<file path="config.mk">
export PLATFORM = sky130hd
export DESIGN_NAME = rbuf_cmd_reg
export DESIGN_NICKNAME = d
export VERILOG_FILES = /design/src/rtl/rbuf_pkg.sv /design/src/rtl/rbuf_route.sv /design/src/rtl/rbuf_gate.sv /design/src/rtl/rbuf_cmd_reg.sv
export SDC_FILE = /design/constraint.sdc
export NUM_CORES = 1
export LEC_CHECK = 0
export ABC_AREA = 0
export ABC_CLOCK_PERIOD_IN_PS = 850
export BUFFER_PORTS_ARGS = -buffer_cell sky130_fd_sc_hd__clkbuf_2
export CAP_MARGIN = 10
export CORE_MARGIN = 2
export CORE_UTILIZATION = 35
export DETAILED_ROUTE_END_ITERATION = 12
export GPL_ROUTABILITY_DRIVEN = 0
export SLEW_MARGIN = 20
export SYNTH_ARGS = -nofsm -noshare
export SYNTH_HDL_FRONTEND = slang
export SYNTH_SLANG_ARGS = --single-unit
</file>
<file path="constraint.sdc">
create_clock -name clk -period 0.85 [get_ports clk]
set_input_delay 0.17 -clock clk [delete_from_list [all_inputs] [get_ports clk]]
set_output_delay 0.17 -clock clk [all_outputs]
set_load 0.005 [all_outputs]
</file>
<file path="src/rtl/rbuf_pkg.sv">
package rbuf_pkg;

    typedef enum logic [1:0] {
        MAP_WIDE    = 2'd0,
        MAP_SPLIT_A = 2'd1,
        MAP_SPLIT_B = 2'd2
    } map_e;

    function automatic map_e decode_map(input logic split, input logic alt);
        if (!split)   return MAP_WIDE;
        else if (alt) return MAP_SPLIT_B;
        else          return MAP_SPLIT_A;
    endfunction

    // Source input index of a slot in split layout B.
    function automatic int alt_src(input int slot, input int split_w);
        if (slot == 0)           return split_w;
        if (slot == 3)           return split_w + 1;
        if (slot == split_w - 4) return 3;
        if (slot == split_w - 1) return 0;
        return slot;
    endfunction

endpackage

</file>
<file path="src/rtl/rbuf_route.sv">
module rbuf_route #(
    parameter int WIDE_W  = 25,
    parameter int SPLIT_W = 13
) (
    input  logic               mode_split,
    input  logic               mode_alt,
    input  logic               dcs_n,
    input  logic [WIDE_W-1:0]  din,
    output logic [WIDE_W-1:0]  route_a,
    output logic [SPLIT_W-1:0] route_b,
    output logic               cs_a,
    output logic               cs_b
);
    localparam int PAD_W = WIDE_W - SPLIT_W;

    rbuf_pkg::map_e map_sel;
    logic [SPLIT_W-1:0] slot_a;
    logic [SPLIT_W-1:0] slot_b;

    assign map_sel = rbuf_pkg::decode_map(mode_split, mode_alt);

    for (genvar k = 0; k < SPLIT_W; k++) begin : g_slot
        localparam int SRC_B = rbuf_pkg::alt_src(k, SPLIT_W);
        assign slot_a[k] = din[k];
        assign slot_b[k] = din[SRC_B];
    end

    always_comb begin
        route_a = '0;
        route_b = '0;
        cs_a    = dcs_n;
        cs_b    = 1'b0;
        unique case (map_sel)
            rbuf_pkg::MAP_SPLIT_A: begin
                route_a = {{PAD_W{1'b0}}, slot_a};
                route_b = slot_a;
                cs_b    = dcs_n;
            end
            rbuf_pkg::MAP_SPLIT_B: begin
                route_a = {{PAD_W{1'b0}}, slot_b};
                route_b = slot_b;
                cs_b    = dcs_n;
            end
            default: begin
                route_a = din;
            end
        endcase
    end
endmodule

</file>
<file path="src/rtl/rbuf_gate.sv">
module rbuf_gate (
    input  logic dcs_n,
    input  logic csr_n,
    output logic load_en
);
    // Data may update unless both selects are inactive.
    always_comb load_en = ~(dcs_n & csr_n);
endmodule

</file>
<file path="src/rtl/rbuf_cmd_reg.sv">
module rbuf_cmd_reg #(
    parameter int WIDE_W  = 25,
    parameter int SPLIT_W = 13
) (
    input  logic               clk,
    input  logic               rst_n,
    input  logic               mode_split,
    input  logic               mode_alt,
    input  logic               dcs_n,
    input  logic               csr_n,
    input  logic [WIDE_W-1:0]  din,
    output logic [WIDE_W-1:0]  q_a,
    output logic [SPLIT_W-1:0] q_b,
    output logic               qcs_a,
    output logic               qcs_b
);
    typedef struct packed {
        logic [WIDE_W-1:0]  a;
        logic [SPLIT_W-1:0] b;
        logic               csa;
        logic               csb;
    } reg_t;

    reg_t st_d, st_q;

    logic [WIDE_W-1:0]  route_a;
    logic [SPLIT_W-1:0] route_b;
    logic               cs_a, cs_b, load_en;

    rbuf_route #(.WIDE_W(WIDE_W), .SPLIT_W(SPLIT_W)) u_route (
        .mode_split (mode_split),
        .mode_alt   (mode_alt),
        .dcs_n      (dcs_n),
        .din        (din),
        .route_a    (route_a),
        .route_b    (route_b),
        .cs_a       (cs_a),
        .cs_b       (cs_b)
    );

    rbuf_gate u_gate (
        .dcs_n   (dcs_n),
        .csr_n   (csr_n),
        .load_en (load_en)
    );

    always_comb begin
        st_d     = st_q;
        st_d.csa = cs_a;
        st_d.csb = cs_b;
        if (load_en) begin
            st_d.a = route_a;
            st_d.b = route_b;
        end
    end

    always_ff @(posedge clk or negedge rst_n) begin
        if (!rst_n) st_q <= '0;
        else        st_q <= st_d;
    end

    assign q_a   = st_q.a;
    assign q_b   = st_q.b;
    assign qcs_a = st_q.csa;
    assign qcs_b = st_q.csb;


    hold_when_deselected_chk: assert property (@(posedge clk) disable iff (!rst_n)
        (dcs_n && csr_n) |=> ($stable(q_a) && $stable(q_b)));


    cs_follows_chk: assert property (@(posedge clk) disable iff (!rst_n)
        rst_n |=> (qcs_a == $past(dcs_n)));


    reset_clears_chk: assert property (@(posedge clk)
        !rst_n |-> (q_a == '0 && q_b == '0 && !qcs_a && !qcs_b));


    wide_b_low_chk: assert property (@(posedge clk) disable iff (!rst_n)
        !mode_split |-> (q_b == '0 && !qcs_b));


    split_copies_match_chk: assert property (@(posedge clk) disable iff (!rst_n)
        mode_split |-> (q_a[SPLIT_W-1:0] == q_b && q_a[WIDE_W-1:SPLIT_W] == '0
                        && qcs_a == qcs_b));
endmodule

</file>
==> metrics, run 1 <==
average wire per standard cell 13.5 µm; vias per cell 4.72; CP peak stage delay 0.41 ns; final wirelength 4.32 mm; CTS clk-pin slew, worst paths 0.08 ns; clock skew 0 ns; hold slack 0.108 ns; Site Rows 25; pwr/cell area 1760 nW/µm²; post-synth net total 185; share of the yosys chip area belonging to registers 0.573; Syn Area/Cell 11.3 µm²; worst path arrival time 0.82 ns; P&R area growth vs syn 43.9%; headroom to the max-slew limit 0.829; Diodes inserted 0; Final Hold Viols 0; Tmin final 0.992 ns; fin nets 283; Worst setup SP type flop; worst-path cell chain clkbuf_2; CTS max path bufs 2; r2r endpoint q_a[8]; Area contributors post-synth dfrtp_1 (57%), nand3_1 (7.2%), o21ai_0 (6.0%); Worst Path Buf+Inv 1; Pre-antenna DRT Iters 4; clock latency on the worst-skew pair 0.29 ns; Leak Pwr 1.29 nW; global-route wire length before repair 6.84 mm; hold path endpoint q_a[19]; Ys Warns 0; Placed Cells 294; required time of the critical path 0.68 ns; final slew viol count 0; reg2reg setup slack -0.02 ns; Final setup viols 45; largest net degree at the start of global routing 41; Core ar. 4750 µm²; drc violations 0; CTS H-Tree Depth 2; fillers 457; final worst setup slack -0.142 ns; DRT antenna net count 0; violated checks setup timing; worst setup path class flop to output port; Initial Util 0.367; CP max FO 2; status complete, but fails checks; maximum clock frequency 1010 MHz; DIE AREA 5570 µm²; maxcap violations 0; total track usage 0.163; Synth Cell Area 1750 µm²; Die Ht 74.6 µm; Critical-path top delay cell dfrtp_1; Yosys reg bits 40; vias in the first global route 1,454; FF-to-FF Start q_a[8]; clock tree root buffer cell clkbuf_8; critical path capture point type output port; hold path cells 3; initial DRC count 68; Chip Width 74.6 µm; RSZ-0062 raised after global routing yes; family with the most delay on the worst path flip-flops; Tcrit/Tclk final 1.17; Hold Crit Start din[19]; clock sinks 40; worst-margin pin slew 0.256 ns; layout cells sized above 1 0.518; worst r2r path cells 2; Synth Instances 154; Placed Area 2240 µm²; DPL Wire Length 3.01 mm; initial antenna violation count 0; HP Class primary input to flop; gr ovfl total 0; CTS tree yes; final instance area 2510 µm²; PortBufs 70; Max VDD drop 0.000670 V; CP startpoint q_b[10]; Ports 71; fin cells 320; area leader, netlist dfrtp_1; routed vias 1,509; total negative slack -4.24 ns; Yosys cell types 18; area fraction of the dominant cell type after synthesis 0.573; clock buffer count from CTS 5
-- report_power, final --
group / switching, W / internal (W) / total (W)
logic: 0.000341 / 0.000440 / 0.000781
clock network: 0.000645 / 0.000871 / 0.00152
registers: 0.0000836 / 0.00205 / 0.00213
-- metal layers --
layer | part of all wire | global-route usage | vias up
met2 | 0.44 | 0.242 | 49
li1 | - | - | 728
met1 | 0.49 | 0.231 | 727
met4 | 0.011 | 0.0476 | 0
met5 | 0 | 0 | -
met3 | 0.054 | 0.0535 | 5
-- logic make-up after synthesis --
family	share of synthesized area
AO/OA/AOI/OAI	0.122
AND/OR/NAND/NOR	0.165
multiplexers	0.0946
buffers and inverters	0.0458
flip-flops	0.573
-- layout by cell type, fill, tap and decap left out --
cell / instances
and2_4: 1
o21ai_2: 1
clkbuf_8: 5
a31oi_1: 4
o21ai_1: 2
buf_12: 1
a22o_1: 4
bufinv_16: 1
dfrtp_1: 40
nand3_2: 1
nand3_1: 24
a21bo_2: 4
o21ai_0: 18
buf_4: 28
and3b_1: 4
nand2b_1: 12
dlygate4sd3_1: 1
nand2_1: 10
clkbuf_1: 1
buf_6: 5
mux2_2: 8
mux2_4: 5
clkinv_2: 1
a21boi_0: 1
clkbuf_2: 70
and2_1: 1
-- state kept, by name, indices dropped and copies added, names as in the netlist --
signal,flops
q_a,25
q_b,13
qcs_a,1
qcs_b,1
-- worst max path at each step --
stage | endpoint | slack, ns | cells after the start
3_3_place_gp | q_a[4] | -0.21 | 3
6_report | q_b[10] | -0.14 | 1
2_1_floorplan | q_a[10] | -0.21 | 5
5_1_grt | q_a[18] | -0.17 | 1
4_1_cts | q_a[18] | -0.14 | 1
3_5_place_dp | q_a[1] | -0.24 | 3
-- per-stage QoR --
stage          power (W)  utilization  setup WS (ns)
6_report         0.00443        0.529         -0.142
5_1_grt          0.00468        0.529         -0.170
4_1_cts          0.00446        0.520         -0.143
3_5_place_dp     0.00284        0.471         -0.241
3_3_place_gp     0.00284        0.471         -0.212
2_1_floorplan    0.00247            -         -0.212
-- synth_stat cells --
cell type,instances
a21bo_2,4
a21boi_0,1
a22o_1,4
a31oi_1,4
and2_1,1
and2_4,1
and3b_1,4
buf_2,2
buf_6,3
clkbuf_1,7
clkbuf_2,2
dfrtp_1,40
mux2_2,8
mux2_4,5
nand2_1,10
nand2b_1,12
nand3_1,25
o21ai_0,21
-- cell type report --
class                      instances  area (µm²)  area share
clock buffer                       6        72.6      0.0289
tap                               67        83.8      0.0333
multi-input combinational        100         674       0.268
timing repair buffer             105         647       0.257
clock inverter                     2        35.0      0.0139
sequential                        40        1000       0.398
-- worst register-to-register path: cells and delay by family, from the launching register on --
| family | cells | cell delay [ns] |
|---|---|---|
| buf+inv | 1 | 0.12 |
| flops | 1 | 0.40 |
| mux | 1 | 0.25 |
-- repair_timing --
item,in CTS,in global routing
setup endpoints to repair,40,49
setup buffers,15,4
gates resized for setup,0,10
cloned,0,0
pin swaps,0,1
hold endpoints to repair,40,0
hold buffers,1,0
No activity file was read; power rests on OpenSTA's default activity.
==> run 2: changes to the inputs <==
CELL_PAD_IN_SITES_DETAIL_PLACEMENT = 1   (was unset)
CELL_PAD_IN_SITES_GLOBAL_PLACEMENT = 1   (was unset)
CORE_MARGIN = unset   (was 2)
CTS_BUF_LIST = sky130_fd_sc_hd__clkbuf_8   (was unset)
PLACE_DENSITY_LB_ADDON = 0.1   (was unset)
==> run 2 against run 1 <==
Effect of this change:
- the flow still finishes with violations (setup timing)
- sequential share of layout area down 1.7 points
- non-clock buffer count rose by 9
- combinational power grew 10%
- final cell count is 2.8% higher
- setup slack worse by 0.0052 ns
- worst hold slack better by 0.0086 ns
- power up 2.0%
- highest routed layer unchanged
==> metrics, run 2 (synthesized netlist as in run 1, its figures left out) <==
status complete, but fails checks; violated checks setup timing; max reg flops 25 (unchanged); Tcrit/Tclk final 1.17 (+0.00614); Gate power share 0.191 (+0.015); FF-to-FF Start q_b[3]; DRT antenna net count 0 (unchanged); required time of the critical path 0.68 ns (about the same); clock sinks 40 (unchanged); Worst setup SP type flop; Die Ht 72.6 µm (-2.7%); RSZ-0062 raised after global routing yes; final wirelength 4.92 mm (+14%); clock network power share 0.336 (-0.006); total track usage 0.198 (+0.0344); headroom to the max-slew limit 0.825 (-0.00392); maximum clock frequency 1000 MHz (-0.52%); DIE AREA 5280 µm² (-5.3%); clock tree root buffer cell clkbuf_8; final worst setup slack -0.147 ns (-0.00522 ns); global-route wire length before repair 7.87 mm (+15%); hold path endpoint q_a[16]; clock latency on the worst-skew pair 0.29 ns (about the same); sequential cell area 1000 µm² (unchanged); r2r endpoint q_b[3]; commonest non-fill, non-tap cell in the layout clkbuf_2; PortBufs 70 (unchanged); CTS tree yes; worst path arrival time 0.83 ns (about the same); average wire per standard cell 14.9 µm (+11%); P_sw 0.00112 W (+4.6%); reg2reg setup slack -0.08 ns (-0.06 ns); worst-path cell chain clkbuf_2; Hold Crit Start din[16]; Tmin final 0.997 ns (+0.00522 ns); family with the most delay on the worst path flip-flops; Final Hold Viols 0 (unchanged); hold path cells 3 (unchanged); clock skew 0 ns (unchanged); CP peak stage delay 0.41 ns (about the same); gr ovfl total 0 (unchanged); fillers 553 (+21%); vias per cell 4.79 (+1.5%); Final setup viols 48 (+6.7%); Chip Width 72.6 µm (-2.7%); CTS max path bufs 2 (unchanged); layout cells sized above 1 0.557 (+0.0395); Placed Cells 294 (unchanged); Pre-antenna DRT Iters 4 (unchanged); Max VDD drop 0.000722 V (+7.7%); Leak Pwr 1.35 nW (+5.1%); Site Rows 25 (unchanged); vias in the first global route 1,627 (+12%); critical path capture point type output port; sw frac 0.248 (+0.00628); total negative slack -4.61 ns (-0.372 ns); fin nets 292 (+3.2%); Critical-path top delay cell dfrtp_1; multi-input logic area 704 µm² (+4.5%); worst-margin pin slew 0.262 ns (+0.00587 ns); final slew viol count 0 (unchanged); Pwr Total 0.00452 W (+2.0%); initial DRC count 63 (-7.4%); pwr/cell area 1720 nW/µm² (-2.3%); CTS clk-pin slew, worst paths 0.07 ns (about the same); CP max FO 2 (unchanged); Diodes inserted 0 (unchanged); Core ar. 4750 µm² (unchanged); HP Class primary input to flop; largest net degree at the start of global routing 41 (unchanged); worst setup path class flop to output port; Initial Util 0.367 (unchanged); maxcap violations 0 (unchanged); worst r2r path cells 3 (+1); fin cells 329 (+2.8%); P&R area growth vs syn 50.2%; CTS H-Tree Depth 2 (unchanged); initial antenna violation count 0 (unchanged); Worst Path Buf+Inv 1 (unchanged); routed vias 1,575 (+4.4%); Ports 71 (unchanged); most frequent cells in the layout clkbuf_2 (70), dfrtp_1 (40), buf_4 (36), nand3_1 (21), o21ai_0 (14); sequential power share 0.473 (-0.009); internal power 0.00340 W (+1.1%); DPL Wire Length 3.39 mm (+13%); clock buffer count from CTS 5 (unchanged); drc violations 0 (unchanged)
## run 2: cell types whose count changed in the layout (fill, tap and decap cells not counted), sizes merged
cell,previous run,this run
inv,0,1
buf,34,43
clkbuf,76,75
## run 2: layout make-up
type | count | area share
Sequential cell | 40 | 0.381
Multi-Input combinational cell | 100 | 0.268
Clock inverter | 3 | 0.0148
Tap cell | 67 | 0.0320
Clock buffer | 5 | 0.0262
Timing Repair Buffer | 114 | 0.277
## run 2: worst max path at each step
stage | to | start | slack, ns | cells after the start
global placement | q_a[4] | csr_n | -0.21 | 3
global route | q_a[14] | q_a[14] | -0.19 | 1
floorplan | q_a[10] | csr_n | -0.21 | 5
CTS | q_a[14] | q_a[14] | -0.17 | 1
finish | q_a[14] | q_a[14] | -0.15 | 1
detailed placement | q_a[2] | csr_n | -0.24 | 3
## run 2: worst register-to-register path: stages, from the launching register on
cell	delay, ns
dfrtp_1	0.38
buf_4	0.13
buf_4	0.12
a22o_1	0.19
## run 2: timing repair
action / CTS / global route
buffers inserted: 14 / 13
hold buffers: 1 / 0
hold endpoints to repair: 40 / 0
resized for setup: 1 / 20
setup endpoints to repair: 40 / 49
cloned: 0 / 0
## run 2: power groups by stage
stage / combinational [W] / sequential (W) / clock, W
CTS: 0.000780 / 0.00213 / 0.00156
global route: 0.000952 / 0.00216 / 0.00165
global placement: 0.000667 / 0.00217 / 0
finish: 0.000862 / 0.00214 / 0.00152
detailed placement: 0.000695 / 0.00217 / 0
floorplan: 0.000290 / 0.00217 / 0
## run 2: stage by stage
stage          hold WS [ns]  utilization  worst slack (ns)  cell area (µm²)
2_1_floorplan        -0.126            -            -0.212             1750
5_1_grt               0.115        0.552            -0.194             2620
3_5_place_dp          0.164        0.474            -0.236             2250
6_report              0.117        0.552            -0.147             2620
3_3_place_gp          0.160        0.474            -0.209             2250
4_1_cts               0.111        0.522            -0.170             2480
## run 2: routing by layer
metal	vias to the layer above	GRT usage	wire [µm]
met5	-	0	0
met4	0	0.0632	34
met3	4	0.0483	268
met2	68	0.321	2430
met1	756	0.261	2180
li1	747	-	-
